<file path="src/rtl/exc_pkg.sv">
package exc_pkg;

  localparam int EXC_NUM = 7;

  // Index order equals priority order (0 = highest).
  typedef enum logic [2:0] {
    EXC_RST  = 3'd0,
    EXC_DABT = 3'd1,
    EXC_FIQ  = 3'd2,
    EXC_IRQ  = 3'd3,
    EXC_PABT = 3'd4,
    EXC_UND  = 3'd5,
    EXC_SWI  = 3'd6,
    EXC_NONE = 3'd7
  } exc_kind_e;

  function automatic logic [7:0] exc_vector(input exc_kind_e k);
    case (k)
      EXC_RST:  return 8'h00;
      EXC_UND:  return 8'h04;
      EXC_SWI:  return 8'h08;
      EXC_PABT: return 8'h0C;
      EXC_DABT: return 8'h10;
      EXC_IRQ:  return 8'h18;
      EXC_FIQ:  return 8'h1C;
      default:  return 8'h00;
    endcase
  endfunction

  function automatic logic [4:0] exc_mode(input exc_kind_e k);
    case (k)
      EXC_FIQ:            return 5'b10001;
      EXC_IRQ:            return 5'b10010;
      EXC_RST, EXC_SWI:   return 5'b10011;
      EXC_DABT, EXC_PABT: return 5'b10111;
      EXC_UND:            return 5'b11011;
      default:            return 5'b10011;
    endcase
  endfunction

  function automatic logic [3:0] exc_link_ofs(input exc_kind_e k);
    return (k == EXC_DABT) ? 4'd8 : 4'd4;
  endfunction

  function automatic logic exc_sets_f(input exc_kind_e k);
    return (k == EXC_FIQ) || (k == EXC_RST);
  endfunction

endpackage

</file>
<file path="src/rtl/exc_sync.sv">
module exc_sync #(
  parameter int WIDTH = 2
) (
  input  logic             clk,
  input  logic             rst_n,
  input  logic [WIDTH-1:0] din,
  output logic [WIDTH-1:0] dout
);
  // One capture stage per line; reset level is the inactive high.
  always_ff @(posedge clk) begin
    if (!rst_n) dout <= '1;
    else        dout <= din;
  end
endmodule

</file>
<file path="src/rtl/exc_prio_arb.sv">
module exc_prio_arb #(
  parameter int N = 7
) (
  input  logic [N-1:0] req,
  output logic [N-1:0] grant,
  output logic         any
);
  logic [N:0] blocked;
  assign blocked[0] = 1'b0;

  genvar i;
  generate
    for (i = 0; i < N; i++) begin : g_rank
      assign grant[i]     = req[i] & ~blocked[i];
      assign blocked[i+1] = blocked[i] | req[i];
    end
  endgenerate

  assign any = blocked[N];
endmodule

</file>
<file path="src/rtl/exc_entry_calc.sv">
module exc_entry_calc
  import exc_pkg::*;
#(
  parameter int ADDR_W = 32,
  parameter int STAT_W = 32,
  parameter int MODE_W = 5,
  parameter int I_BIT  = 7,
  parameter int F_BIT  = 6
) (
  input  exc_kind_e          kind,
  input  logic [STAT_W-1:0]  status,
  input  logic [ADDR_W-1:0]  pc,
  output logic [ADDR_W-1:0]  vector,
  output logic [STAT_W-1:0]  status_new,
  output logic [ADDR_W-1:0]  link
);
  localparam int VEC_W = 8;

  always_comb begin
    vector = {{(ADDR_W-VEC_W){1'b0}}, exc_vector(kind)};
    link   = pc + ADDR_W'(exc_link_ofs(kind));
    status_new = status;
    status_new[MODE_W-1:0] = exc_mode(kind);
    status_new[I_BIT] = 1'b1;
    if (exc_sets_f(kind)) status_new[F_BIT] = 1'b1;
  end
endmodule

</file>
<file path="src/rtl/exc_entry_ctrl.sv">
module exc_entry_ctrl
  import exc_pkg::*;
#(
  parameter int ADDR_W = 32,
  parameter int STAT_W = 32,
  parameter int MODE_W = 5,
  parameter int I_BIT  = 7,
  parameter int F_BIT  = 6
) (
  input  logic              clk,
  input  logic              rst_n,
  input  logic              fiq_n_i,
  input  logic              irq_n_i,
  input  logic              dabt_i,
  input  logic              pabt_i,
  input  logic              und_i,
  input  logic              swi_i,
  input  logic              core_rst_i,
  input  logic              insn_end_i,
  input  logic [STAT_W-1:0] status_i,
  input  logic [ADDR_W-1:0] pc_i,
  output logic              enter_o,
  output logic [ADDR_W-1:0] vector_o,
  output logic [STAT_W-1:0] status_new_o,
  output logic [STAT_W-1:0] status_saved_o,
  output logic [ADDR_W-1:0] link_o
);
  localparam int N_SYNC = 2;

  // Synchronised interrupt levels: [1] fast, [0] normal
  logic [N_SYNC-1:0] irq_lines_s;
  exc_sync #(.WIDTH(N_SYNC)) u_sync (
    .clk  (clk),
    .rst_n(rst_n),
    .din  ({fiq_n_i, irq_n_i}),
    .dout (irq_lines_s)
  );
  logic fiq_s_n, irq_s_n;
  assign fiq_s_n = irq_lines_s[1];
  assign irq_s_n = irq_lines_s[0];

  // Core reset edge detection
  logic core_rst_q;
  always_ff @(posedge clk) begin
    if (!rst_n) core_rst_q <= 1'b0;
    else        core_rst_q <= core_rst_i;
  end

  logic rst_release;
  logic boundary;
  assign rst_release = core_rst_q & ~core_rst_i;
  assign boundary    = insn_end_i & ~core_rst_i;

  // Request vector, indexed by priority rank
  logic [EXC_NUM-1:0] req;
  always_comb begin
    req = '0;
    req[EXC_RST]  = rst_release;
    req[EXC_DABT] = boundary & dabt_i;
    req[EXC_FIQ]  = boundary & ~fiq_s_n & ~status_i[F_BIT];
    req[EXC_IRQ]  = boundary & ~irq_s_n & ~status_i[I_BIT];
    req[EXC_PABT] = boundary & pabt_i;
    req[EXC_UND]  = boundary & und_i;
    req[EXC_SWI]  = boundary & swi_i;
  end

  logic [EXC_NUM-1:0] grant;
  logic               take;
  exc_prio_arb #(.N(EXC_NUM)) u_arb (
    .req  (req),
    .grant(grant),
    .any  (take)
  );

  exc_kind_e win_kind;
  always_comb begin
    win_kind = EXC_NONE;
    for (int k = 0; k < EXC_NUM; k++) begin
      if (grant[k]) win_kind = exc_kind_e'(k);
    end
  end

  logic [ADDR_W-1:0] nxt_vector, nxt_link;
  logic [STAT_W-1:0] nxt_status;
  exc_entry_calc #(
    .ADDR_W(ADDR_W), .STAT_W(STAT_W), .MODE_W(MODE_W),
    .I_BIT(I_BIT), .F_BIT(F_BIT)
  ) u_calc (
    .kind      (win_kind),
    .status    (status_i),
    .pc        (pc_i),
    .vector    (nxt_vector),
    .status_new(nxt_status),
    .link      (nxt_link)
  );

  always_ff @(posedge clk) begin
    if (!rst_n) begin
      enter_o        <= 1'b0;
      vector_o       <= '0;
      status_new_o   <= '0;
      status_saved_o <= '0;
      link_o         <= '0;
    end else begin
      enter_o <= take;
      if (take) begin
        vector_o       <= nxt_vector;
        status_new_o   <= nxt_status;
        status_saved_o <= status_i;
        link_o         <= nxt_link;
      end
    end
  end
endmodule

</file>
<file path="config.mk">
export PLATFORM = sky130hd
export DESIGN_NAME = exc_entry_ctrl
export DESIGN_NICKNAME = d
export VERILOG_FILES = /design/src/rtl/exc_pkg.sv /design/src/rtl/exc_sync.sv /design/src/rtl/exc_prio_arb.sv /design/src/rtl/exc_entry_calc.sv /design/src/rtl/exc_entry_ctrl.sv
export SDC_FILE = /design/constraint.sdc
export NUM_CORES = 1
export LEC_CHECK = 0
export CORE_UTILIZATION = 41
export CTS_BUF_LIST = sky130_fd_sc_hd__clkbuf_8
export DETAILED_ROUTE_END_ITERATION = 6
export PLACE_DENSITY = 0.83
export SLEW_MARGIN = 20
export SYNTH_ARGS = -nofsm -noshare
export SYNTH_HDL_FRONTEND = slang
export SYNTH_SLANG_ARGS = --single-unit
</file>
<file path="constraint.sdc">
create_clock -name clk -period 2.6 [get_ports clk]
set_input_delay 0.26 -clock clk [delete_from_list [all_inputs] [get_ports clk]]
set_output_delay 0.26 -clock clk [all_outputs]
set_load 0.1 [all_outputs]
</file>
# Word-level counts from Yosys, hierarchy flattened
# Cells that the tools add are included.
# word_totals
ff_bits	108
out_inout_bits	129
# op_classes
addsub	1
n_eq_ne	6
n_mux	11
bitwise_logic	33
reduce_logical	3
# ops
operator	count
$add A32 B4 Y32	1
$pmux W5 S6	1
$mux W3	7
$and A1 B1 Y1	16
$pmux W4 S4	1
$not A1 Y1	11
$eq A3 B3 Y1 const B	3
$eq A3 B2 Y1 const B	2
$or A1 B1 Y1	6
$mux W4	1
$eq A3 B1 Y1 const B	1
$logic_not A3 Y1	1
$reduce_or A2 Y1	1
$logic_or A1 B1 Y1	1
$mux W1	1

# Logic depth before layout (Yosys ltp)
# depth
word_depth	14
ltp_mapped	11
mapped_depth_nobuf	10

# By module
# A second synthesis with hierarchy kept.
# unflattened
cells_unflattened	610
area_unflattened_um2	6373.6
# modules_own_cells
module	instances	cells_each	area_per_inst_um2	seq_area_each_um2
exc_entry_ctrl	1	437	5126.2	2602.5
exc_entry_calc	1	159	1122.3	0.0
exc_prio_arb	1	10	72.6	0.0
exc_sync	1	4	52.6	40.0

# Worst setup path before layout
# OpenSTA, ideal clock, no wires.
# synth_timing
kind	input port to flip-flop
from	input core_rst_i
to	register link_o[21]
setup_time_ps	122
arrival_time_ps	2007
required_time_ps	2478
setup_slack_ps	471
cell_stages	11
n_path_buf	1
cell_sequence	nand2b_1 nor2_1 nand2_1 inv_1 ha_1 a21oi_1 or3_1 clkbuf_2 nor4_1 xnor2_1 a21oi_1
# synth_between
elab_chain_len	14
elab_cells_between_ends	39
# synth_rtl
element	line	source
from (decl)	exc_entry_ctrl.sv:18	input logic core_rst_i,
$not A1 Y1 *	exc_entry_ctrl.sv:51, exc_entry_ctrl.sv:52	
$and A1 B1 Y1	exc_entry_ctrl.sv:52	assign boundary = insn_end_i & ~core_rst_i;
$and A1 B1 Y1, on equally long branches	exc_entry_ctrl.sv:59, exc_entry_ctrl.sv:60	
$or A1 B1 Y1 / $and A1 B1 Y1 (equally long branches)	exc_prio_arb.sv:15, exc_entry_ctrl.sv:60	
$not A1 Y1 / $or A1 B1 Y1 (equally long branches)	exc_prio_arb.sv:14, exc_prio_arb.sv:15	
$and A1 B1 Y1 (tied with other cells)	exc_prio_arb.sv:14	assign grant[i] = req[i] & ~blocked[i];
$mux W3 (tied with other cells) (3 in a row)	exc_entry_ctrl.sv:79	if (grant[k]) win_kind = exc_kind_e'(k);
$mux W3 / $and A1 B1 Y1 (equally long branches)	exc_entry_ctrl.sv:79, exc_prio_arb.sv:14	
$mux W3	exc_entry_ctrl.sv:79	
$eq A3 B1 Y1	exc_pkg.sv:42	return (k == EXC_DABT) ? 4'd8 : 4'd4;
$mux W4	exc_pkg.sv:42	
$add A32 B4 Y32	exc_entry_calc.sv:21	link = pc + ADDR_W'(exc_link_ofs(kind));
to (signal assigned)	exc_entry_ctrl.sv:110	link_o <= nxt_link;
to (decl)	exc_entry_ctrl.sv:26	output logic [ADDR_W-1:0] link_o
# Every way passes the cells marked *; elsewhere a longest branch is shown, timed or not.
# A chain may end at the register's enable or synchronous reset.

# Worst setup path after layout
# layout_timing
from	input core_rst_i
to	register link_o[27]
# The elaborated chain is that of the path after synthesis.

==> summary.md <==
| Metric | Value |
|---|---|
| Number of global-route vias before repair | 3,436 |
| Synth async-reset ratio | 0% |
| Sequential fraction of the synthesis area | 40.2% |
| HP Start | rst_n |
| Most common cell in the netlist | nand2_1 |
| Clock sink count | 77 |
| Top cell type by total area after synthesis | dfxtp_1 |
| Routed WL | around 10,000 um |
| Clock buffer count from CTS | 9 |
| Setup crit end kind | register |
| First-pass GRT wire length | roughly 16,000 um |
| Initial antenna violation count | 0 |
| Area grow syn2layout | 39.8% |
| R2R Setup Slk | roughly 0.23 ns |
| Ports | ~200 |
| Commonest cells in the netlist | nand2_1 (90), dfxtp_1 (77), buf_4 (55) |
| Fill count | approximately 800 |
| Final critical-path required period | 2.39 ns |
| Total global routing overflow | 0 |
| DIE AREA | around 9700 um2 |
| Final Hold Viols | 0 |
| Critical path class | in -> reg |
| Worst-margin pin slew | 0.690 ns |
| CP Cell Sequence | clkdlybuf4s50_1, nand2b_1, nor2_1, nand2_1, inv_1, ha_1, a21oi_1, buf_4, nor3_1, nand4_1, xor2_1, a21oi_1 |
| Main area contributors after synthesis | dfxtp_1 (40%), buf_4 (11%), nand2_1 (8.8%), a21boi_0 (7.4%), xnor2_1 (4.3%) |
| Maxcap violations | 0 |
| Worst path max stage delay | approximately 0.56 ns |
| Worst setup margin | between 0.2 and 0.25 ns |
| Static Leakage | 2.32 nW |
| Share of cells above drive strength 1 | 22.7% |
| Tcrit/Tclk final | 92.1% |
| Antenna fix cells | 0 |
| Final Max Slew Viols | 0 |
| RePlAce Congestion | 0.863 |
| Count of flip-flops with a built-in enable after synthesis | 0 |
| Row count | 34 |
| Post-CTS Hold Buffers | 0 |
| Max Clk Rate | 418 MHz |
| Hold Path Class | in -> reg |
| Chip Height | 98.7 um |
| CTS tree | done |
| Adder-cell share of the synthesized area | 1.17% |
| Reg area | 1540 um2 |
| Pwr Density | between 700 and 800 nW/um2 |
| Final ANT Viol Nets | 0 |
| Fin cells | 716 |
| Drt wl/cell | 14.1 um |
| Final net count | 680 |
| Final setup skew | ~0.008 ns |
| Most used cell, CP | a21oi_1 |
| IO Port Bufs | 173 |
| Iter 0 DRT Violations | 124 |
| Simple-gate share of the synthesized area | 19.9% |
| Residual DRC count | 0 |
| Top_reg_cell synth | dfxtp_1 |
| Critical Path RT | 2.88 ns |
| H-tree depth | 3 |
| Post-Synthesis Cells | roughly 460 |
| Flops & latches, synth | 77 |
| Die Span X | 98.7 um |
| DP Cell Count | 700 |
| Outcome | completed |
| Setup repair after global routing missed its margin | false |
| Clk buf depth | 2 |
| Post-Layout Inst Area | 5360 um2 |
| Cell Area, Placed | ~5100 um2 |
| Core ar. | approximately 9000 um2 |
| CP Data Arrival Time | 2.67 ns |
| Setup WS pre-CTS | -0.162 ns |
| Synth Area in XOR/XNOR | under 10% |
| CTS root buf | clkbuf_8 |
| Final setup viols | 0 |
| Vias | 3,577 |
| Post-CTS Setup Bufs | 0 |
| Vias per cell | ~5 |
| Starting Density | 43.1% |
| Largest net degree at the start of global routing | 52 |
| Clk Latency, worst-skew pair | 0.35 ns |
| Syn_area_per_cell | around 8.4 um2 |
| Drt first pass iters | 4 |
| Element type at the critical path start | primary input |
| Largest family of logic cells by synthesized area | simple AND/OR/NAND/NOR gates |
| HPWL Detailed | ~7400 um |
| Mux cell area share after synthesis | 0% |
| Reg2reg start | core_rst_q |
| Multi-input logic area | around 1900 um2 |
| Total GRT Usage | 20.8% |
| CP max-delay cell | nor3_1 |
| Synth top area share | between 40% and 50% |
| Final Core Density | 60.3% |
| Pwr Total | 0.00400 W |
| Synth unique cells | 42 |
| Yosys warns | 0 |
| Slew headroom | a little over half |
| Mapped cell area | 3830 um2 |
| Compound-gate portion of the synthesized area | around 18% |
| Max VDD drop | 0.410 mV |
| CP max FO | 5 |
| Clock slew at the register clock pins of the worst setup and hold paths | 0.08 ns |
| CP startpoint | core_rst_i |
| CTS resizes | 0 |
[worst paths after layout]
path / cells past startpoint / endpoint
hold / removal: 2 / u_sync.dout[1]
hold reg to reg: 2 / status_saved_o[7]
setup / recovery: 12 / link_o[27]
setup reg to reg: 10 / link_o[27]
[stage by stage]
step	setup TNS [ns]	hold slack, ns
floorplan	0	0.361
global placement	-1.10	0.449
detailed placement	-1.85	0.455
CTS	0	0.415
global route	0	0.464
finish	0	0.431
[registers in the layout, indices dropped and copies added (netlist names)]
register        flops
core_rst_q          1
enter_o             1
link_o             32
status_new_o       31
status_saved_o      7
u_sync.dout         2
vector_o            3
[logic make-up (layout without fill, tap and decap cells)]
| group | after synthesis | after routing |
|---|---|---|
| other cells | 1 | 29 |
| compound gates | 102 | 102 |
| xor+xnor | 28 | 28 |
| simple gates | 164 | 164 |
| flops | 77 | 77 |
| fa+ha+maj | 3 | 3 |
| buf+inv | 84 | 205 |
[where the power goes]
group | internal (W) | switching [W] | total [W] | leakage, nW
registers | 0.00128 | 0.0000597 | 0.00134 | 0.636
logic | 0.000364 | 0.00132 | 0.00168 | 1.58
clock network | 0.000535 | 0.000447 | 0.000982 | 0.103
[layout by cell type (no fill, tap or decap), types with 9 or more instances in the layout]
cell,Yosys,layout
dfxtp_1,77,77
xnor2_1,19,19
o211a_1,9,9
a21boi_0,38,38
clkbuf_8,0,9
o21ai_0,22,22
nand2_1,90,90
clkdlybuf4s50_1,0,72
conb_1,1,29
a21oi_1,22,22
nand3_1,11,11
buf_4,55,111
nor2_1,14,14
xor2_1,9,9
[critical path, delay by kind of cell]
family                     cells  cell delay, ns
adders and majority gates      1            0.27
AOI/OAI and AO/OA              2            0.21
and+or+nand+nor                5            1.07
xor gates and xnor gates       1            0.18
buffers and inverters          3            0.69
[final cells by class]
cell class	instances	area share, %
Timing Repair Buffer	186	29.8
Inverter	3	0.210
Sequential cell	77	28.8
Tap cell	108	2.52
Multi-Input combinational cell	326	34.6
Clock inverter	7	1.70
Clock buffer	9	2.31
[metal layers]
metal | vias to the layer above | global-route usage (%) | share of wire [%]
met5 | - | 0 | 0
met4 | 0 | 5.28 | 1.1
met3 | 10 | 7.80 | 8.0
met2 | 154 | 38.4 | 49
met1 | 1662 | 22.3 | 41
li1 | 1751 | - | -
Note: power is estimated with default switching activity, not from simulation.
